<file path="config.mk">
export PLATFORM = sky130hd
export DESIGN_NAME = gpio_edge_bank
export DESIGN_NICKNAME = d
export VERILOG_FILES = /design/src/rtl/gpio_bank_pkg.sv /design/src/rtl/gpio_sync.sv /design/src/rtl/gpio_pin_ctl.sv /design/src/rtl/gpio_irq_bank.sv /design/src/rtl/gpio_edge_bank.sv
export SDC_FILE = /design/constraint.sdc
export NUM_CORES = 1
export LEC_CHECK = 0
export BUFFER_PORTS_ARGS = -buffer_cell sky130_fd_sc_hd__buf_4
export CAP_MARGIN = 20
export CORE_ASPECT_RATIO = 1.25
export CORE_MARGIN = 2
export CORE_UTILIZATION = 55
export DETAILED_ROUTE_END_ITERATION = 7
export PLACE_DENSITY = 0.76
export SLEW_MARGIN = 0
export SYNTH_ARGS = -nofsm -noshare
export SYNTH_HDL_FRONTEND = slang
export SYNTH_SLANG_ARGS = --single-unit
</file>
<file path="constraint.sdc">
create_clock -name clk -period 3.9 [get_ports clk]
set_clock_uncertainty 0.05 [all_clocks]
set_input_delay 0.78 -clock clk [delete_from_list [all_inputs] [get_ports clk]]
set_output_delay 0.78 -clock clk [all_outputs]
set_load 0.05 [all_outputs]
</file>
<file path="src/rtl/gpio_bank_pkg.sv">
// Package: shared geometry and register-map constants for the GPIO controller.
// Assumes a byte-wide register port and a flat address space in which the
// per-pin registers come first, followed by the per-bank registers.
package gpio_bank_pkg;
    parameter int NUM_BANKS     = 2;
    parameter int PINS_PER_BANK = 8;
    parameter int ADDR_W        = 6;
    parameter int DATA_W        = 8;

    localparam int NUM_PINS  = NUM_BANKS * PINS_PER_BANK;
    localparam int OCTL_BASE = 0;
    localparam int ICTL_BASE = NUM_PINS;
    localparam int PEND_BASE = 2 * NUM_PINS;
    localparam int MASK_BASE = 2 * NUM_PINS + NUM_BANKS;

    // Output-control field view (bits [5:0] of the register)
    typedef struct packed {
        logic       dir_out;
        logic       open_drain;
        logic       pull_en;
        logic [1:0] pull_sel;
        logic       level;
    } octl_t;

    // Edge selector codes
    typedef enum logic [1:0] {
        EDGE_OFF  = 2'd0,
        EDGE_FALL = 2'd1,
        EDGE_RISE = 2'd2,
        EDGE_BOTH = 2'd3
    } edge_sel_e;
endpackage

</file>
<file path="src/rtl/gpio_sync.sv">
// Module: gpio_sync
// Two-flop synchronizer for a vector of asynchronous pin inputs.
// Assumes each bit is independent; no bus coherency is provided.
module gpio_sync #(
    parameter int WIDTH = 16
) (
    input  logic             clk,
    input  logic             rst_n,
    input  logic [WIDTH-1:0] async_i,
    output logic [WIDTH-1:0] sync_o
);
    logic [WIDTH-1:0] stage1_q;
    logic [WIDTH-1:0] stage2_q;

    // Purpose: capture the raw inputs and resample them once more.
    always_ff @(posedge clk) begin
        if (!rst_n) begin
            stage1_q <= '0;
            stage2_q <= '0;
        end else begin
            stage1_q <= async_i;
            stage2_q <= stage1_q;
        end
    end

    assign sync_o = stage2_q;

    // The synchronized output is always the first stage one clock late
    p_sync_depth_r5: assert property (@(posedge clk) disable iff (!rst_n)
        stage2_q == $past(stage1_q));
endmodule

</file>
<file path="src/rtl/gpio_pin_ctl.sv">
// Module: gpio_pin_ctl
// Control state for one pin: the output-control fields, the edge selector,
// the previous synchronized level and the edge detector. It also resolves
// the pad enable and the pull controls.
// Assumes lvl_i is already synchronized to clk.
module gpio_pin_ctl
    import gpio_bank_pkg::*;
(
    input  logic        clk,
    input  logic        rst_n,
    input  logic        octl_wr_i,
    input  logic        ictl_wr_i,
    input  logic [7:0]  wdata_i,
    input  logic        lvl_i,
    output logic [5:0]  octl_o,
    output logic [1:0]  esel_o,
    output logic        edge_o,
    output logic        pad_out_o,
    output logic        pad_oe_o,
    output logic        pull_en_o,
    output logic        pull_up_o,
    output logic        pull_weak_o
);
    octl_t       octl_q;
    logic [1:0]  esel_q;
    logic        prev_q;
    logic        rise, fall;

    // Purpose: register writes to the output-control and edge selector fields.
    always_ff @(posedge clk) begin
        if (!rst_n) begin
            octl_q <= '0;
            esel_q <= EDGE_OFF;
        end else begin
            if (octl_wr_i) octl_q <= octl_t'(wdata_i[5:0]);
            if (ictl_wr_i) esel_q <= wdata_i[2:1];
        end
    end

    // Purpose: keep the level of the previous cycle for edge comparison.
    always_ff @(posedge clk) begin
        if (!rst_n) prev_q <= 1'b0;
        else        prev_q <= lvl_i;
    end

    // Purpose: qualify raw transitions with the selected edge mode.
    always_comb begin
        rise   = lvl_i & ~prev_q;
        fall   = ~lvl_i & prev_q;
        edge_o = (esel_q[1] & rise) | (esel_q[0] & fall);
    end

    assign octl_o      = octl_q;
    assign esel_o      = esel_q;
    assign pad_out_o   = octl_q.level;
    assign pad_oe_o    = octl_q.dir_out & (~octl_q.open_drain | ~octl_q.level);
    assign pull_en_o   = octl_q.pull_en;
    assign pull_up_o   = octl_q.pull_sel[0];
    assign pull_weak_o = octl_q.pull_sel[1];

    // A disabled selector never reports an edge
    p_off_no_edge_r6: assert property (@(posedge clk) disable iff (!rst_n)
        (esel_q == EDGE_OFF) |-> !edge_o);
endmodule

</file>
<file path="src/rtl/gpio_irq_bank.sv">
// Module: gpio_irq_bank
// Pending and mask registers for one bank. Edges set pending bits, and a
// write of ones clears them; an edge takes priority over a clear in the
// same cycle. Produces the bank's share of the interrupt.
module gpio_irq_bank #(
    parameter int WIDTH = 8
) (
    input  logic             clk,
    input  logic             rst_n,
    input  logic             pend_wr_i,
    input  logic             mask_wr_i,
    input  logic [WIDTH-1:0] wdata_i,
    input  logic [WIDTH-1:0] edge_i,
    output logic [WIDTH-1:0] pend_o,
    output logic [WIDTH-1:0] mask_o,
    output logic             irq_o
);
    logic [WIDTH-1:0] pend_q;
    logic [WIDTH-1:0] mask_q;
    logic [WIDTH-1:0] clr;

    assign clr = pend_wr_i ? wdata_i : '0;

    // Purpose: update pending bits, with a new edge winning over a clear.
    always_ff @(posedge clk) begin
        if (!rst_n) pend_q <= '0;
        else        pend_q <= (pend_q & ~clr) | edge_i;
    end

    // Purpose: hold the mask, fully masked out of reset.
    always_ff @(posedge clk) begin
        if (!rst_n)         mask_q <= '1;
        else if (mask_wr_i) mask_q <= wdata_i;
    end

    assign pend_o = pend_q;
    assign mask_o = mask_q;
    assign irq_o  = |(pend_q & ~mask_q);

    // Without an edge or a clear write, pending is unchanged
    p_pend_hold_r7: assert property (@(posedge clk) disable iff (!rst_n)
        (edge_i == '0 && !pend_wr_i) |=> $stable(pend_q));
    // Every detected edge is captured, whatever the bus does
    p_edge_wins_r8: assert property (@(posedge clk) disable iff (!rst_n)
        (edge_i != '0) |=> ((pend_q & $past(edge_i)) == $past(edge_i)));
    // Cleared bits with no concurrent edge end up zero
    p_clear_r7: assert property (@(posedge clk) disable iff (!rst_n)
        pend_wr_i |=> ((pend_q & $past(wdata_i & ~edge_i)) == '0));
endmodule

</file>
<file path="src/rtl/gpio_edge_bank.sv">
// Module: gpio_edge_bank (top)
// Banked GPIO controller: register decode, per-pin control, input
// synchronizer and per-bank interrupt registers.
// Assumes one bus write per cycle and combinational read data.
module gpio_edge_bank
    import gpio_bank_pkg::*;
(
    input  logic                clk,
    input  logic                rst_n,
    input  logic                bus_wr_i,
    input  logic [ADDR_W-1:0]   bus_addr_i,
    input  logic [DATA_W-1:0]   bus_wdata_i,
    output logic [DATA_W-1:0]   bus_rdata_o,
    input  logic [NUM_PINS-1:0] pin_i,
    output logic [NUM_PINS-1:0] pad_out_o,
    output logic [NUM_PINS-1:0] pad_oe_o,
    output logic [NUM_PINS-1:0] pull_en_o,
    output logic [NUM_PINS-1:0] pull_up_o,
    output logic [NUM_PINS-1:0] pull_weak_o,
    output logic                irq_o
);
    logic [NUM_PINS-1:0]      lvl;
    logic [NUM_PINS-1:0]      edge_v;
    logic [NUM_PINS-1:0]      octl_wr, ictl_wr;
    logic [5:0]               octl [NUM_PINS];
    logic [1:0]               esel [NUM_PINS];
    logic [NUM_BANKS-1:0]     pend_wr, mask_wr, bank_irq;
    logic [PINS_PER_BANK-1:0] pend [NUM_BANKS];
    logic [PINS_PER_BANK-1:0] mask [NUM_BANKS];

    gpio_sync #(.WIDTH(NUM_PINS)) u_sync (
        .clk     (clk),
        .rst_n   (rst_n),
        .async_i (pin_i),
        .sync_o  (lvl)
    );

    genvar gp;
    generate
        for (gp = 0; gp < NUM_PINS; gp++) begin : g_pin
            assign octl_wr[gp] = bus_wr_i && (bus_addr_i == ADDR_W'(OCTL_BASE + gp));
            assign ictl_wr[gp] = bus_wr_i && (bus_addr_i == ADDR_W'(ICTL_BASE + gp));
            gpio_pin_ctl u_pin (
                .clk         (clk),
                .rst_n       (rst_n),
                .octl_wr_i   (octl_wr[gp]),
                .ictl_wr_i   (ictl_wr[gp]),
                .wdata_i     (bus_wdata_i),
                .lvl_i       (lvl[gp]),
                .octl_o      (octl[gp]),
                .esel_o      (esel[gp]),
                .edge_o      (edge_v[gp]),
                .pad_out_o   (pad_out_o[gp]),
                .pad_oe_o    (pad_oe_o[gp]),
                .pull_en_o   (pull_en_o[gp]),
                .pull_up_o   (pull_up_o[gp]),
                .pull_weak_o (pull_weak_o[gp])
            );
        end
    endgenerate

    genvar gb;
    generate
        for (gb = 0; gb < NUM_BANKS; gb++) begin : g_bank
            assign pend_wr[gb] = bus_wr_i && (bus_addr_i == ADDR_W'(PEND_BASE + gb));
            assign mask_wr[gb] = bus_wr_i && (bus_addr_i == ADDR_W'(MASK_BASE + gb));
            gpio_irq_bank #(.WIDTH(PINS_PER_BANK)) u_bank (
                .clk       (clk),
                .rst_n     (rst_n),
                .pend_wr_i (pend_wr[gb]),
                .mask_wr_i (mask_wr[gb]),
                .wdata_i   (bus_wdata_i[PINS_PER_BANK-1:0]),
                .edge_i    (edge_v[gb*PINS_PER_BANK +: PINS_PER_BANK]),
                .pend_o    (pend[gb]),
                .mask_o    (mask[gb]),
                .irq_o     (bank_irq[gb])
            );
        end
    endgenerate

    assign irq_o = |bank_irq;

    // Purpose: select the read data for the addressed register, zero if unmapped.
    always_comb begin
        bus_rdata_o = '0;
        for (int i = 0; i < NUM_PINS; i++) begin
            if (bus_addr_i == ADDR_W'(OCTL_BASE + i))
                bus_rdata_o = DATA_W'({octl[i]});
            if (bus_addr_i == ADDR_W'(ICTL_BASE + i))
                bus_rdata_o = DATA_W'({esel[i], lvl[i]});
        end
        for (int b = 0; b < NUM_BANKS; b++) begin
            if (bus_addr_i == ADDR_W'(PEND_BASE + b))
                bus_rdata_o = DATA_W'(pend[b]);
            if (bus_addr_i == ADDR_W'(MASK_BASE + b))
                bus_rdata_o = DATA_W'(mask[b]);
        end
    end

    // With every pin masked, the interrupt stays low
    p_all_masked_quiet_r9: assert property (@(posedge clk) disable iff (!rst_n)
        (mask[0] == '1 && mask[1] == '1) |-> !irq_o);
    // At most one register is written per bus cycle
    p_one_target_r10: assert property (@(posedge clk) disable iff (!rst_n)
        $countones({octl_wr, ictl_wr, pend_wr, mask_wr}) <= 1);
endmodule

</file>
==> run summary, run 1 <==
Status -> finished, final reports clean
Non-filler instance count after layout -> 1664
Synth async-reset ratio -> 0%
Total grt overflow -> 0
# placed instances -> 1628
WP data required -> 3070 ps
Worst Hold Class -> reg -> reg
Minimum clock period -> 3810 ps
Startpoint type of the worst setup path -> primary input
Largest stage delay on the critical path -> 720 ps
WL final -> 38100 um
HPWL Detailed -> 27500 um
Final period utilization -> 97.6%
Syn nets -> 1379
Crit end category -> output pin
Flops & latches, synth -> 208
Final hold slack -> 383 ps
# port buffers -> 121
CP Cell Sequence -> buf_4 -> buf_4 -> or4b_1 -> a221o_1 -> o311ai_1 -> o32ai_1 -> a21oi_1 -> o21ai_1 -> buf_4
Antenna violation net count after detailed routing -> 0
Routed WL per cell -> 22.9 um
Clock Path Buffers -> 3
IO Pins -> 122
Sum Neg Setup Slack -> 0 ps
Share of post-route cells with drive strength above 1 -> 19.2%
DRT Pass-1 Iters -> 5
Post-route cell area -> 12500 um2
Total of max-cap violations -> 0
First-pass GRT wire length -> 57200 um
Gr usage total -> 35.9%
Rows -> 57
Crit path max fanout -> 9
Leakage -> 4.60 nW
Vias -> 10200
Initial antenna violation count -> 0
Met1 Resource Use GR -> 47.0%
Die Area -> 20900 um2
Worst Tran Pin Value -> 732 ps
CTS root buffer -> clkbuf_16
Seq. cell area -> 4160 um2
Post CTS Setup Buffer Count -> 0
Synth area leader -> dfxtp_1
F_max -> 263 MHz
Placed Instance Area -> 11700 um2
Total core area -> 19400 um2
Dpl ws -> 112 ps
Number of fill cells -> 1684
Vias in the first global route -> 9649
Register area share after synthesis -> 38.2%
Post-Synthesis Cells -> 1346
EDFF count, synth -> 0
Fin. max-slew vios -> 0
Met2 global-route usage -> 58.0%
Final net count -> 1419
ANT cells -> 0
Cell mode on critical path -> buf_4
Pwr/cell area -> 378 nW/um2
Num Clock Sinks -> 208
# setup viols final -> 0
Hold Vio Cnt, Final -> 0
Area delta synth->final -> 14.5%
Clock Pin Slew Worst Setup and Hold Paths -> 60 ps
CP arrival -> 2980 ps
Synthesis Warnings -> 0
Clock latency at the later pin of the worst-skew pair -> 500 ps
Mapped Area -> 10900 um2
Multi-input logic area -> 5540 um2
Syn Area/Cell -> 8.09 um2
Grt peak-use layer -> met2
Hold buffers post-CTS -> 0
Met3 Use GR -> 5.43%
H-Tree Depth -> 1
Largest net degree at the start of global routing -> 80
Slew HR -> 50.6%
CTS tree -> yes
Starting DRC count in detailed routing -> 1128
Starting Density -> 56.1%
Netlist cell types -> 72
Dominant cells by area after synthesis -> dfxtp_1 38%, a21boi_0 9.4%, nand2_1 7.4%, buf_4 5.9%, o21ai_0 4.5%
Most used DFF post-synth -> dfxtp_1
Die X -> 130 um
Die Y-Extent -> 161 um
Vias per cell -> 6.14
Num CTS Buffers -> 21
Critical path type -> in -> out
Maximum vdd drop -> 0.353 mV
Share of the synthesized area in the top cell type -> 38.2%
Worst path slowest cell -> or4b_1
GPL Wtd Cong -> 1.05
Final WS setup -> 91.9 ps
Post-route DRC -> 0
Unrepaired setup endpoints after global routing -> no
-- registers in the layout, indices dropped and copies added, names as in the netlist --
| register | flops |
|---|---|
| g_bank.u_bank.mask_o | 16 |
| g_bank.u_bank.pend_o | 16 |
| g_pin.u_pin.esel_o | 32 |
| g_pin.u_pin.octl_o | 64 |
| g_pin.u_pin.pad_out_o | 16 |
| g_pin.u_pin.prev_q | 16 |
| g_pin.u_pin.pull_en_o | 16 |
| u_sync.stage1_q | 16 |
| u_sync.sync_o | 16 |
-- power by group --
| part | total (mW) | switching (mW) | internal, mW |
|---|---|---|---|
| combinational | 0.439 | 0.279 | 0.160 |
| clock | 2.10 | 0.836 | 1.26 |
| sequential | 2.17 | 0.0217 | 2.15 |
| total | 4.71 | 1.14 | 3.57 |
-- worst max-delay path: cells and delay by family --
kind / cells / cell delay [ps]
buffers and inverters: 3 / 530
and+or+nand+nor: 1 / 720
AOI/OAI and AO/OA: 5 / 920
-- layer usage --
layer  wire length (um)  up-vias
li1                   -     4710
met1              15100     4872
met5                  0        -
met3               3120      109
met2              18000      534
met4               1900        0
-- cells by family (layout without fill, tap and decap cells) --
family	count (synthesis)	after routing	share of synthesized area, %
simple gates	500	500	22.8
compound gates	380	380	23.7
buf+inv	219	272	11.0
flops	208	208	38.2
mux	39	39	4.29
-- final cells by class --
type / instances / share of cell area (%)
well taps: 265 / 2.66
clock inverters: 9 / 1.00
clock buffers: 27 / 4.72
flip-flops and latches: 208 / 33.4
repair buffers: 212 / 13.1
inverters: 24 / 0.723
multi-input cells: 919 / 44.4
-- cell usage after synthesis, types with 4 or more instances --
cell and instances:
nand2_1 214, dfxtp_1 208, a21boi_0 137, o21ai_0 98, buf_4 85, nand3_1 80, clkbuf_1 77, nor2_1 54
and2_1 52, a21oi_1 40, mux2i_1 32, nor2b_1 29, buf_2 26, inv_1 23, o211ai_1 16, nand3b_1 13
o22ai_1 11, nor3_1 9, a221oi_1 8, a22oi_1 8, nand2b_1 8, o32ai_1 7, a31oi_1 6, a32oi_1 6
mux4_2 6, nor4_1 6, a2111oi_0 4, a22o_1 4, nor4b_2 4
-- worst paths after layout --
check / start / end / slack, ps / depth (start not counted)
setup / recovery: bus_addr_i[2] / bus_rdata_o[0] / 90 / 9
hold / removal: u_sync.stage1_q[12]$_SDFF_PN0_ / u_sync.sync_o[12]$_SDFF_PN0_ / 380 / 1
setup reg to reg: u_sync.sync_o[5]$_SDFF_PN0_ / g_bank[0].u_bank.pend_o[5]$_SDFF_PN0_ / 2640 / 4
hold reg to reg: u_sync.stage1_q[12]$_SDFF_PN0_ / u_sync.sync_o[12]$_SDFF_PN0_ / 380 / 1
-- metrics by stage --
step	power (mW)	utilization, %
after floorplan	2.48	-
after global placement	2.64	60.5
after detailed placement	2.64	60.5
after CTS	4.72	64.2
after global routing	4.82	64.3
final	4.71	64.3
-- cell usage in the layout (no fill, tap or decap), types with 7 or more instances in the layout --
| cell type | Yosys | final |
|---|---|---|
| dfxtp_1 | 208 | 208 |
| nor3_1 | 9 | 9 |
| nand3_1 | 80 | 80 |
| mux2i_1 | 32 | 32 |
| buf_4 | 85 | 208 |
| a21oi_1 | 40 | 40 |
| inv_1 | 23 | 23 |
| nor2_1 | 54 | 54 |
| nand2b_1 | 8 | 8 |
| nand2_1 | 214 | 214 |
| o22ai_1 | 11 | 11 |
| a22oi_1 | 8 | 8 |
| nand3b_1 | 13 | 13 |
| clkbuf_16 | 0 | 21 |
| a221oi_1 | 8 | 8 |
| and2_1 | 52 | 52 |
| o21ai_0 | 98 | 98 |
| nor2b_1 | 29 | 29 |
| o211ai_1 | 16 | 16 |
| o32ai_1 | 7 | 7 |
| a21boi_0 | 137 | 137 |
-- what timing repair did --
action | CTS | global route
resized for setup | 0 | 3
endpoints found under the hold margin | 0 | 0
setup endpoints to repair | 0 | 1
No activity file was read; power rests on OpenSTA's default activity.
==> run 2: changes to the inputs <==
--- a/config.mk
+++ b/config.mk
@@ -5,13 +5,13 @@
 export SDC_FILE = /design/constraint.sdc
 export NUM_CORES = 1
 export LEC_CHECK = 0
+export ABC_AREA = 1
 export BUFFER_PORTS_ARGS = -buffer_cell sky130_fd_sc_hd__buf_4
 export CAP_MARGIN = 20
 export CORE_ASPECT_RATIO = 1.25
 export CORE_MARGIN = 2
-export CORE_UTILIZATION = 55
+export CORE_UTILIZATION = 45
 export DETAILED_ROUTE_END_ITERATION = 7
-export PLACE_DENSITY = 0.76
 export SLEW_MARGIN = 0
 export SYNTH_ARGS = -nofsm -noshare
 export SYNTH_HDL_FRONTEND = slang
==> run summary, run 2 <==
Internal -> 3.78 mW
Num CTS Buffers -> 22
First-pass GRT wire length -> 44400 um
Synth area leader -> dfxtp_1
Clock power frac -> 48.9%
Minimum clock period -> 3950 ps
Register area share after synthesis -> 43.9%
Comb power frac -> 6.5%
# port buffers -> 121
Gr usage total -> 25.2%
Top cells by count, synth -> 264 x nand2_1, 208 x dfxtp_1, 172 x a21oi_1
Psw -> 1.10 mW
Overall Power -> 4.88 mW
Worst Hold Class -> reg -> reg
Starting Density -> 45.7%
Post-Synthesis Cells -> 1316
Flops & latches, synth -> 208
Clock Pin Slew Worst Setup and Hold Paths -> 60 ps
Synthesis Warnings -> 0
CTS tree -> yes
Crit path max fanout -> 7
Vias -> 9031
Starting DRC count in detailed routing -> 692
Die Area -> 22200 um2
CP arrival -> 3120 ps
Slew HR -> 30.3%
Seq pwr share -> 44.6%
Startpoint type of the worst setup path -> primary input
Unrepaired setup endpoints after global routing -> yes
Share of the synthesized area in the top cell type -> 43.9%
Fin. max-slew vios -> 0
Hold buffers post-CTS -> 0
Clock latency at the later pin of the worst-skew pair -> 510 ps
Vias per cell -> 5.29
HPWL Detailed -> 20400 um
Most used DFF post-synth -> dfxtp_1
Num Clock Sinks -> 208
Maximum vdd drop -> 0.266 mV
EDFF count, synth -> 0
Routed WL per cell -> 17.2 um
Area delta synth->final -> 22.8%
Largest net degree at the start of global routing -> 79
# setup viols final -> 4
Fin util -> 56.1%
Number of fill cells -> 2015
GPL Wtd Cong -> 0.986
Vias in the first global route -> 8331
Die Y-Extent -> 166 um
Violated checks -> negative setup slack
Final period utilization -> 101%
Crit end category -> output pin
Initial antenna violation count -> 0
Final WS setup -> -46.6 ps
WL final -> 29400 um
WP data required -> 3070 ps
Leakage -> 5.11 nW
CTS root buffer -> clkbuf_16
Antenna violation net count after detailed routing -> 0
Mapped Area -> 9480 um2
Syn nets -> 1349
Netlist cell types -> 36
Total of max-cap violations -> 0
Critical path type -> in -> out
Total grt overflow -> 0
Largest register FFs -> 64
Status -> complete, but fails checks
Pwr/cell area -> 419 nW/um2
Worst Tran Pin Value -> 1040 ps
Most common cell after layout, fill and taps aside -> nand2_1
Clock Path Buffers -> 3
Rows -> 59
Share of post-route cells with drive strength above 1 -> 22.1%
Sw frac -> 22.5%
Die X -> 134 um
H-Tree Depth -> 1
Total core area -> 20700 um2
Dominant cells by area after synthesis -> dfxtp_1 44%, nand2_1 10%, a21oi_1 9.1%, o21ai_0 6.8%, buf_4 6.5%
IO Pins -> 122
Most frequent cells in the layout -> 261 x nand2_1, 208 x dfxtp_1, 197 x buf_4, 160 x a21oi_1, 157 x inv_1
Synth async-reset ratio -> 0%
ANT cells -> 0
Syn Area/Cell -> 7.20 um2
Most frequent cell after synthesis -> nand2_1
Final net count -> 1449
Post-route DRC -> 0
Hold Vio Cnt, Final -> 0
DRT Pass-1 Iters -> 5
F_max -> 253 MHz
## run 2: layout make-up
class	count	area (um2)	area share (%)
flip-flops and latches	208	4160	35.8
multi-input cells	801	3990	34.3
repair buffers	212	1670	14.3
clock buffers	34	677	5.81
inverters	171	644	5.54
well taps	274	343	2.94
clock inverters	6	155	1.33
## run 2: cells by family after synthesis
group           count (synthesis)  share of synthesized area, %
simple gates                  443                          20.2
compound gates                358                          20.4
buf+inv                       307                          15.4
flops                         208                          43.9
## run 2: metrics by stage
| step | TNS [ps] | instance area, um2 | std cells | hold WS [ps] | setup slack (ps) |
|---|---|---|---|---|---|
| detailed placement | -557 | 10400 | 1641 | 347 | -133 |
| CTS | -37.4 | 11600 | 1707 | 361 | -26.8 |
| floorplan | 0 | 9480 | 1316 | 340 | 361 |
| global route | -1010 | 11600 | 1706 | 377 | -192 |
| global placement | -481 | 10400 | 1641 | 349 | -135 |
| finish | -87.6 | 11600 | 1706 | 356 | -46.6 |
## run 2: power by group through the flow
| stage | Sequential [mW] | Combinational [mW] | Clock, mW |
|---|---|---|---|
| floorplan | 2.21 | 0.172 | 0 |
| global placement | 2.22 | 0.291 | 0 |
| detailed placement | 2.22 | 0.293 | 0 |
| CTS | 2.18 | 0.307 | 2.41 |
| global route | 2.18 | 0.337 | 2.49 |
| finish | 2.18 | 0.315 | 2.39 |
## run 2: layer usage
layer  GRT usage, %  routed length, um
met2           44.1              14600
met5              0                  0
met3           3.54               1680
met1           30.7              12000
met4           10.5               1030
## run 2: path summary, 6_finish.rpt
kind / slack [ps] / endpoint / depth (start not counted) / startpoint
hold reg to reg: 360 / u_sync.sync_o[9]$_SDFF_PN0_ / 2 / u_sync.stage1_q[9]$_SDFF_PN0_
setup reg to reg: 3020 / g_bank[1].u_bank.pend_o[0]$_SDFF_PN0_ / 4 / u_sync.sync_o[8]$_SDFF_PN0_
hold / removal: 360 / u_sync.sync_o[9]$_SDFF_PN0_ / 2 / u_sync.stage1_q[9]$_SDFF_PN0_
setup / recovery: -50 / bus_rdata_o[3] / 17 / bus_addr_i[0]
## run 2: worst max-delay path, cell delays in order
cell,delay [ps]
buf_6,80
buf_6,100
nor2_2,40
nand2_1,170
nor2_4,80
buf_4,140
a21oi_2,140
nand4_1,120
a21oi_2,140
nand4_1,140
a21oi_2,180
o21ai_2,80
a221oi_2,250
o221ai_2,170
a21oi_1,140
o2111ai_1,130
buf_4,210
## run 2: repair_timing
| item | in CTS | in global routing |
|---|---|---|
| setup endpoints to repair | 6 | 8 |
| cloned | 0 | 0 |
| pin swaps | 22 | 21 |
| resized for setup | 33 | 27 |
| setup buffers | 26 | 3 |
